$ cat config.mk
export PLATFORM = sky130hd
export DESIGN_NAME = protMemCtrl
export DESIGN_NICKNAME = d
export VERILOG_FILES = /design/src/rtl/tmg_pkg.sv /design/src/rtl/tmgCtrl.sv /design/src/rtl/tmgStore.sv /design/src/rtl/protMemCtrl.sv
export SDC_FILE = /design/constraint.sdc
export NUM_CORES = 2
export LEC_CHECK = 0
export BUFFER_PORTS_ARGS = -buffer_cell sky130_fd_sc_hd__buf_2
export CORE_MARGIN = 5
export CORE_UTILIZATION = 62
export DETAILED_ROUTE_END_ITERATION = 10
export HOLD_SLACK_MARGIN = 0.12
export PLACE_DENSITY_LB_ADDON = 0.15
export REMOVE_ABC_BUFFERS = 1
export SETUP_SLACK_MARGIN = 0.15
export SLEW_MARGIN = 20
export SYNTH_ARGS = -nofsm -noshare
export SYNTH_HDL_FRONTEND = slang
export SYNTH_HIERARCHICAL = 1
export SYNTH_SLANG_ARGS = --single-unit
$ cat constraint.sdc
create_clock -name clk -period 9.6 [get_ports clk]
set_clock_uncertainty 0.15 [all_clocks]
set_input_delay 0.96 -clock clk [delete_from_list [all_inputs] [get_ports clk]]
set_output_delay 0.96 -clock clk [all_outputs]
set_load 0.01 [all_outputs]
$ cat src/rtl/tmg_pkg.sv
package tmg_pkg;

  // Strobes from the control path to the storage path
  typedef struct packed {
    logic take;  // a result is produced this cycle
    logic wrEn;  // granted write
    logic rdEn;  // granted read
  } tmgStrobe_t;

  typedef enum logic [1:0] {
    ZONE_USER,   // free access subject to lock
    ZONE_VOID,   // unimplemented
    ZONE_OPEN,   // readable by anyone, written under write session
    ZONE_GUARD   // read session to read, write session to write
  } tmgZone_e;

endpackage

$ cat src/rtl/tmgCtrl.sv
module tmgCtrl
  import tmg_pkg::*;
#(
  parameter int ADDR_W    = 6,
  parameter int DATA_W    = 32,
  parameter int USER_BLKS = 32,
  parameter int SYS_BASE  = 54,
  parameter int OPEN_LO   = 56,
  parameter int OPEN_HI   = 61
) (
  input  logic              clk,
  input  logic              rstN,
  input  logic              reqValid,
  input  logic              reqWrite,
  input  logic [ADDR_W-1:0] reqAddr,
  input  logic              loginValid,
  input  logic              loginWrite,
  input  logic [DATA_W-1:0] loginPass,
  input  logic              blkLock,
  input  logic [DATA_W-1:0] readPw,
  input  logic [DATA_W-1:0] writePw,
  output tmgStrobe_t        stb,
  output logic              respValid,
  output logic              respOk
);

  localparam logic [ADDR_W-1:0] USER_LAST = ADDR_W'(USER_BLKS - 1);
  localparam logic [ADDR_W-1:0] SYS_FIRST = ADDR_W'(SYS_BASE);
  localparam logic [ADDR_W-1:0] OPEN_FIRST = ADDR_W'(OPEN_LO);
  localparam logic [ADDR_W-1:0] OPEN_LAST = ADDR_W'(OPEN_HI);

  logic     rdSess, wrSess;
  tmgZone_e zone;
  logic     allow;
  logic     pwMatch;
  logic     loneLogin;

  always_comb begin
    if (reqAddr <= USER_LAST)                              zone = ZONE_USER;
    else if (reqAddr < SYS_FIRST)                          zone = ZONE_VOID;
    else if (reqAddr >= OPEN_FIRST && reqAddr <= OPEN_LAST) zone = ZONE_OPEN;
    else                                                   zone = ZONE_GUARD;
  end

  always_comb begin
    unique case (zone)
      ZONE_USER:  allow = reqWrite ? !blkLock : 1'b1;
      ZONE_VOID:  allow = 1'b0;
      ZONE_OPEN:  allow = reqWrite ? (wrSess && !blkLock) : 1'b1;
      default:    allow = reqWrite ? (wrSess && !blkLock) : rdSess;
    endcase
  end

  assign pwMatch   = (loginPass == (loginWrite ? writePw : readPw));
  assign loneLogin = loginValid && !reqValid;

  always_comb begin
    stb.take = reqValid || loginValid;
    stb.wrEn = reqValid && reqWrite && allow;
    stb.rdEn = reqValid && !reqWrite && allow;
  end

  always_ff @(posedge clk or negedge rstN) begin
    if (!rstN) begin
      rdSess    <= 1'b0;
      wrSess    <= 1'b0;
      respValid <= 1'b0;
      respOk    <= 1'b0;
    end else begin
      respValid <= stb.take;
      respOk    <= reqValid ? allow : (loginValid && pwMatch);
      if (loneLogin) begin
        if (loginWrite) wrSess <= pwMatch;
        else            rdSess <= pwMatch;
      end
    end
  end

endmodule

$ cat src/rtl/tmgStore.sv
module tmgStore
  import tmg_pkg::*;
#(
  parameter int          ADDR_W     = 6,
  parameter int          DATA_W     = 32,
  parameter int          TRACE_LO   = 59,
  parameter int          TRACE_HI   = 61,
  parameter int          RPW_BLK    = 54,
  parameter int          WPW_BLK    = 55,
  parameter logic [31:0] TRACE_SEED = 32'h5A17_0000
) (
  input  logic              clk,
  input  logic              rstN,
  input  tmgStrobe_t        stb,
  input  logic [ADDR_W-1:0] reqAddr,
  input  logic [DATA_W-1:0] reqData,
  input  logic              reqLock,
  output logic              blkLock,
  output logic [DATA_W-1:0] readPw,
  output logic [DATA_W-1:0] writePw,
  output logic [DATA_W-1:0] rdData,
  output logic              rdLock
);

  localparam int NUM_BLK = 1 << ADDR_W;

  logic [DATA_W-1:0] dataMem [NUM_BLK];
  logic              lockMem [NUM_BLK];

  always_ff @(posedge clk or negedge rstN) begin
    if (!rstN) begin
      for (int i = 0; i < NUM_BLK; i++) begin
        if (i >= TRACE_LO && i <= TRACE_HI) begin
          dataMem[i] <= DATA_W'(TRACE_SEED) + DATA_W'(i);
          lockMem[i] <= 1'b1;
        end else begin
          dataMem[i] <= '0;
          lockMem[i] <= 1'b0;
        end
      end
    end else if (stb.wrEn) begin
      dataMem[reqAddr] <= reqData;
      lockMem[reqAddr] <= reqLock;
    end
  end

  always_ff @(posedge clk or negedge rstN) begin
    if (!rstN) begin
      rdData <= '0;
      rdLock <= 1'b0;
    end else if (stb.take) begin
      rdData <= stb.rdEn ? dataMem[reqAddr] : '0;
      rdLock <= stb.rdEn ? lockMem[reqAddr] : 1'b0;
    end
  end

  assign blkLock = lockMem[reqAddr];
  assign readPw  = dataMem[RPW_BLK];
  assign writePw = dataMem[WPW_BLK];

endmodule

$ cat src/rtl/protMemCtrl.sv
module protMemCtrl
  import tmg_pkg::*;
#(
  parameter int          ADDR_W     = 6,
  parameter int          DATA_W     = 32,
  parameter int          USER_BLKS  = 32,
  parameter int          SYS_BASE   = 54,
  parameter int          OPEN_LO    = 56,
  parameter int          OPEN_HI    = 61,
  parameter int          TRACE_LO   = 59,
  parameter int          TRACE_HI   = 61,
  parameter int          RPW_BLK    = 54,
  parameter int          WPW_BLK    = 55,
  parameter logic [31:0] TRACE_SEED = 32'h5A17_0000
) (
  input  logic              clk,
  input  logic              rstN,
  input  logic              reqValid,
  input  logic              reqWrite,
  input  logic [ADDR_W-1:0] reqAddr,
  input  logic [DATA_W-1:0] reqData,
  input  logic              reqLock,
  input  logic              loginValid,
  input  logic              loginWrite,
  input  logic [DATA_W-1:0] loginPass,
  output logic              respValid,
  output logic              respOk,
  output logic [DATA_W-1:0] rdData,
  output logic              rdLock
);

  tmgStrobe_t        stb;
  logic              blkLock;
  logic [DATA_W-1:0] readPw, writePw;

  tmgCtrl #(
    .ADDR_W(ADDR_W), .DATA_W(DATA_W), .USER_BLKS(USER_BLKS),
    .SYS_BASE(SYS_BASE), .OPEN_LO(OPEN_LO), .OPEN_HI(OPEN_HI)
  ) i_ctrl (
    .clk(clk), .rstN(rstN), .reqValid(reqValid), .reqWrite(reqWrite),
    .reqAddr(reqAddr), .loginValid(loginValid), .loginWrite(loginWrite),
    .loginPass(loginPass), .blkLock(blkLock), .readPw(readPw),
    .writePw(writePw), .stb(stb), .respValid(respValid), .respOk(respOk)
  );

  tmgStore #(
    .ADDR_W(ADDR_W), .DATA_W(DATA_W), .TRACE_LO(TRACE_LO),
    .TRACE_HI(TRACE_HI), .RPW_BLK(RPW_BLK), .WPW_BLK(WPW_BLK),
    .TRACE_SEED(TRACE_SEED)
  ) i_store (
    .clk(clk), .rstN(rstN), .stb(stb), .reqAddr(reqAddr),
    .reqData(reqData), .reqLock(reqLock), .blkLock(blkLock),
    .readPw(readPw), .writePw(writePw), .rdData(rdData), .rdLock(rdLock)
  );

endmodule

==> metrics <==
final critical delay including setup and external delays 5.83 ns; total global routing overflow 0; number of H-tree levels 4; maximum number of pins on one net before global-route repair 174; unrepaired setup endpoints after global routing false; via count normalized by instance count 7.30; part of the cycle the worst path needs 60.8%; final HPWL from detailed placement 183000 um; final-report max-slew violation count 0; clock tree from TritonCTS done; number of clock sinks 2149; Tightest Hold Check Type in2reg; setup-violating endpoint count in the final report 0; CTS Root Buffer Type clkbuf_16; cts bufs inserted 213; core box area 157000 um^2; standard-cell row count 145; maximum vdd drop 0.189 mV; post-synth top area cell dfrtp_1; Mapped Cells 7333; clock transition at the registers of the reported paths 0.06 ns; initial antenna violation count 12; Synth warnings 6; top-area cell type share of the netlist area 53.9%; required time worst endpoint 10.16 ns; worst-margin pin slew 1.32 ns; cells traversed along the worst timing path buf_8 -> buf_4 -> nor2b_4 -> a221oi_1 -> o22ai_1 -> a22oi_1 -> nand4_1 -> nor3b_1 -> buf_4 -> nand3_1 -> nor2_4 -> buf_4 -> mux2_2; cell types with the highest counts after synthesis mux2_2 (2246), dfrtp_1 (2108), a22oi_1 (494), clkbuf_1 (365), buf_2 (274); drt total wl 324000 um; CP Capture Type flip-flop; Max-slew headroom 11.1%; main area contributors after synthesis dfrtp_1 (54%), mux2_2 (26%), a22oi_1 (3.8%); largest fanout on the critical path 53; total global-route track usage 38.4%; number of distinct library cells after synthesis 70; via count of the first global-routing pass 68500; global-route wire length before repair 474000 um; length of the first detailed-routing pass in iterations 8; final-layout setup total negative slack 0 ns; library cell with the highest instance count after synthesis mux2_2; total non-filler cell area in the finished layout 106000 um^2; outcome complete, no violations; arrival time reported for the critical path endpoint 6.40 ns; power per cell area 186 nW/um^2; last weighted congestion value of the routability-driven placer 0.889; Fin. Hold Viols 0; post-place instance area 99000 um^2; DRC viols 0; NumNets Final 7073; number of max-cap violations 0; Detail Route Antenna Nets 0; most frequent CP cell buf_4; number of flops mapped to enable cells by yosys 0; average size of a mapped cell 13.3 um^2; Via Count 67500; Crit Path Class in2reg; count of buffers from port buffering 111; Starting Density 62.5%; commonest register cell after synthesis dfrtp_1; Die Span X 407 um; cell type of the slowest stage on the worst timing path nor2_4; clock insertion delay at the later pin of the skew report 0.85 ns; Post-synth ARST share 100%; startpoint class of the critical path primary input; final routed wire length divided by cell count 35.1 um; area of the die 166000 um^2; Seq cells post-synth 2149; drt initial violations 8317; maximum buffer depth of the clock tree 3; number of instances resized during post-cts repair 0; LEAKAGE 50.4 nW; fraction of layout instances using a drive strength above 1 42.1%; Seq/Total Area, Yosys 55.0%; hold slack 0.297 ns; Netlist Area Pre-Place 97800 um^2; slowest cell delay on critical path 1.00 ns; Peak Freq 0.171 GHz; Die Height 407 um; boundary pin count 112; Area growth syn-to-layout 8.40%
routing by layer:
layer / wire (um) / vias to the layer above / global-route usage [%] / share of wire (%)
met1: 125000 / 35600 / 51.7 / 38
met2: 142000 / 4040 / 56.8 / 44
met5: 124 / - / 0.230 / 0.038
li1: - / 26800 / - / -
met4: 21100 / 12 / 21.0 / 6.5
met3: 36300 / 1006 / 11.1 / 11
cell type report:
type | count | area (um^2)
multi-input combinational | 4326 | 40400
antenna | 4 | 10.0
tap | 2058 | 2570
inverter | 7 | 36.3
fill | 11200 | 50500
sequential | 2149 | 53800
timing repair buffer | 299 | 2240
clock buffer | 339 | 6400
clock inverter | 54 | 561
cell families (layout without fill, tap and decap cells):
| group | after synthesis | count (layout) | synth area share (%) |
|---|---|---|---|
| other cells | 0 | 4 | 0 |
| flops | 2149 | 2149 | 55.0 |
| mux | 2350 | 2350 | 27.0 |
| buf+inv | 858 | 699 | 4.08 |
| xor+xnor | 32 | 32 | 0.286 |
| simple gates | 480 | 480 | 2.43 |
| compound gates | 1464 | 1464 | 11.2 |
path summary, 6_finish.rpt:
check,startpoint,to,slack [ns],cells past startpoint
worst max register to register,i_store/lockMem[51],i_store/dataMem[321],4.82,11
worst min-delay path,loginValid,i_ctrl/wrSess,0.30,3
min in group asynchronous,rstN,i_store/dataMem[443],0.45,2
worst max-delay path,reqAddr[1],i_store/dataMem[321],3.77,13
max in group asynchronous,rstN,i_store/dataMem[1871],6.00,5
worst min register to register,i_ctrl/wrSess,i_ctrl/wrSess,0.35,2
repair_timing:
item,4_1_cts,5_1_grt
hold buffers,1,0
setup buffers,0,0
setup endpoints to repair,0,0
endpoints found under the hold margin,53,0
per-stage QoR:
| step | total power, mW | std cells | util [%] | worst slack, ns |
|---|---|---|---|---|
| 4_1_cts | 19.7 | 9231 | 67.7 | 4.08 |
| 3_3_place_gp | 11.4 | 8837 | 63.2 | 3.23 |
| 6_report | 19.7 | 9236 | 67.7 | 3.77 |
| 2_1_floorplan | 10.6 | 6482 | - | -1.27 |
| 3_5_place_dp | 11.5 | 8837 | 63.2 | 3.24 |
| 5_1_grt | 20.3 | 9233 | 67.7 | 3.83 |
placed cells by master (no fill, tap or decap), types with 60 or more instances in the layout:
| master | netlist | layout |
|---|---|---|
| a21oi_1 | 99 | 99 |
| nand2_1 | 118 | 105 |
| nor2_1 | 119 | 108 |
| clkbuf_16 | 0 | 213 |
| clkbuf_8 | 0 | 60 |
| o21ai_0 | 98 | 98 |
| clkbuf_1 | 365 | 66 |
| o22ai_1 | 208 | 208 |
| a22oi_1 | 494 | 494 |
| mux2_2 | 2246 | 2246 |
| mux2i_1 | 100 | 100 |
| buf_4 | 100 | 177 |
| buf_2 | 274 | 100 |
| dfrtp_1 | 2108 | 2108 |
| a221oi_1 | 255 | 255 |
| a22o_1 | 64 | 64 |
sequential cells by signal, summed over array words and instances, names as in the netlist:
register and count:
i_ctrl/rdSess 1, i_ctrl/respOk 1, i_ctrl/respValid 1, i_ctrl/wrSess 1, i_store/dataMem 1984, i_store/lockMem 64, i_store/rdData 32, i_store/rdLock 1
i_store/readPw 32, i_store/writePw 32
critical path, delay by kind of cell:
family	cells	cell delay (ns)
multiplexers	1	0.38
AND/OR/NAND/NOR	5	2.49
AO/OA/AOI/OAI	3	0.70
buffers and inverters	4	1.74
power breakdown:
group	leakage, nW	total, mW	switching [mW]	internal [mW]
clock	3.44	8.35	3.62	4.73
combinational	17.4	1.63	1.05	0.577
sequential	29.5	9.74	0.237	9.51
(Power assumes the default switching activity.)
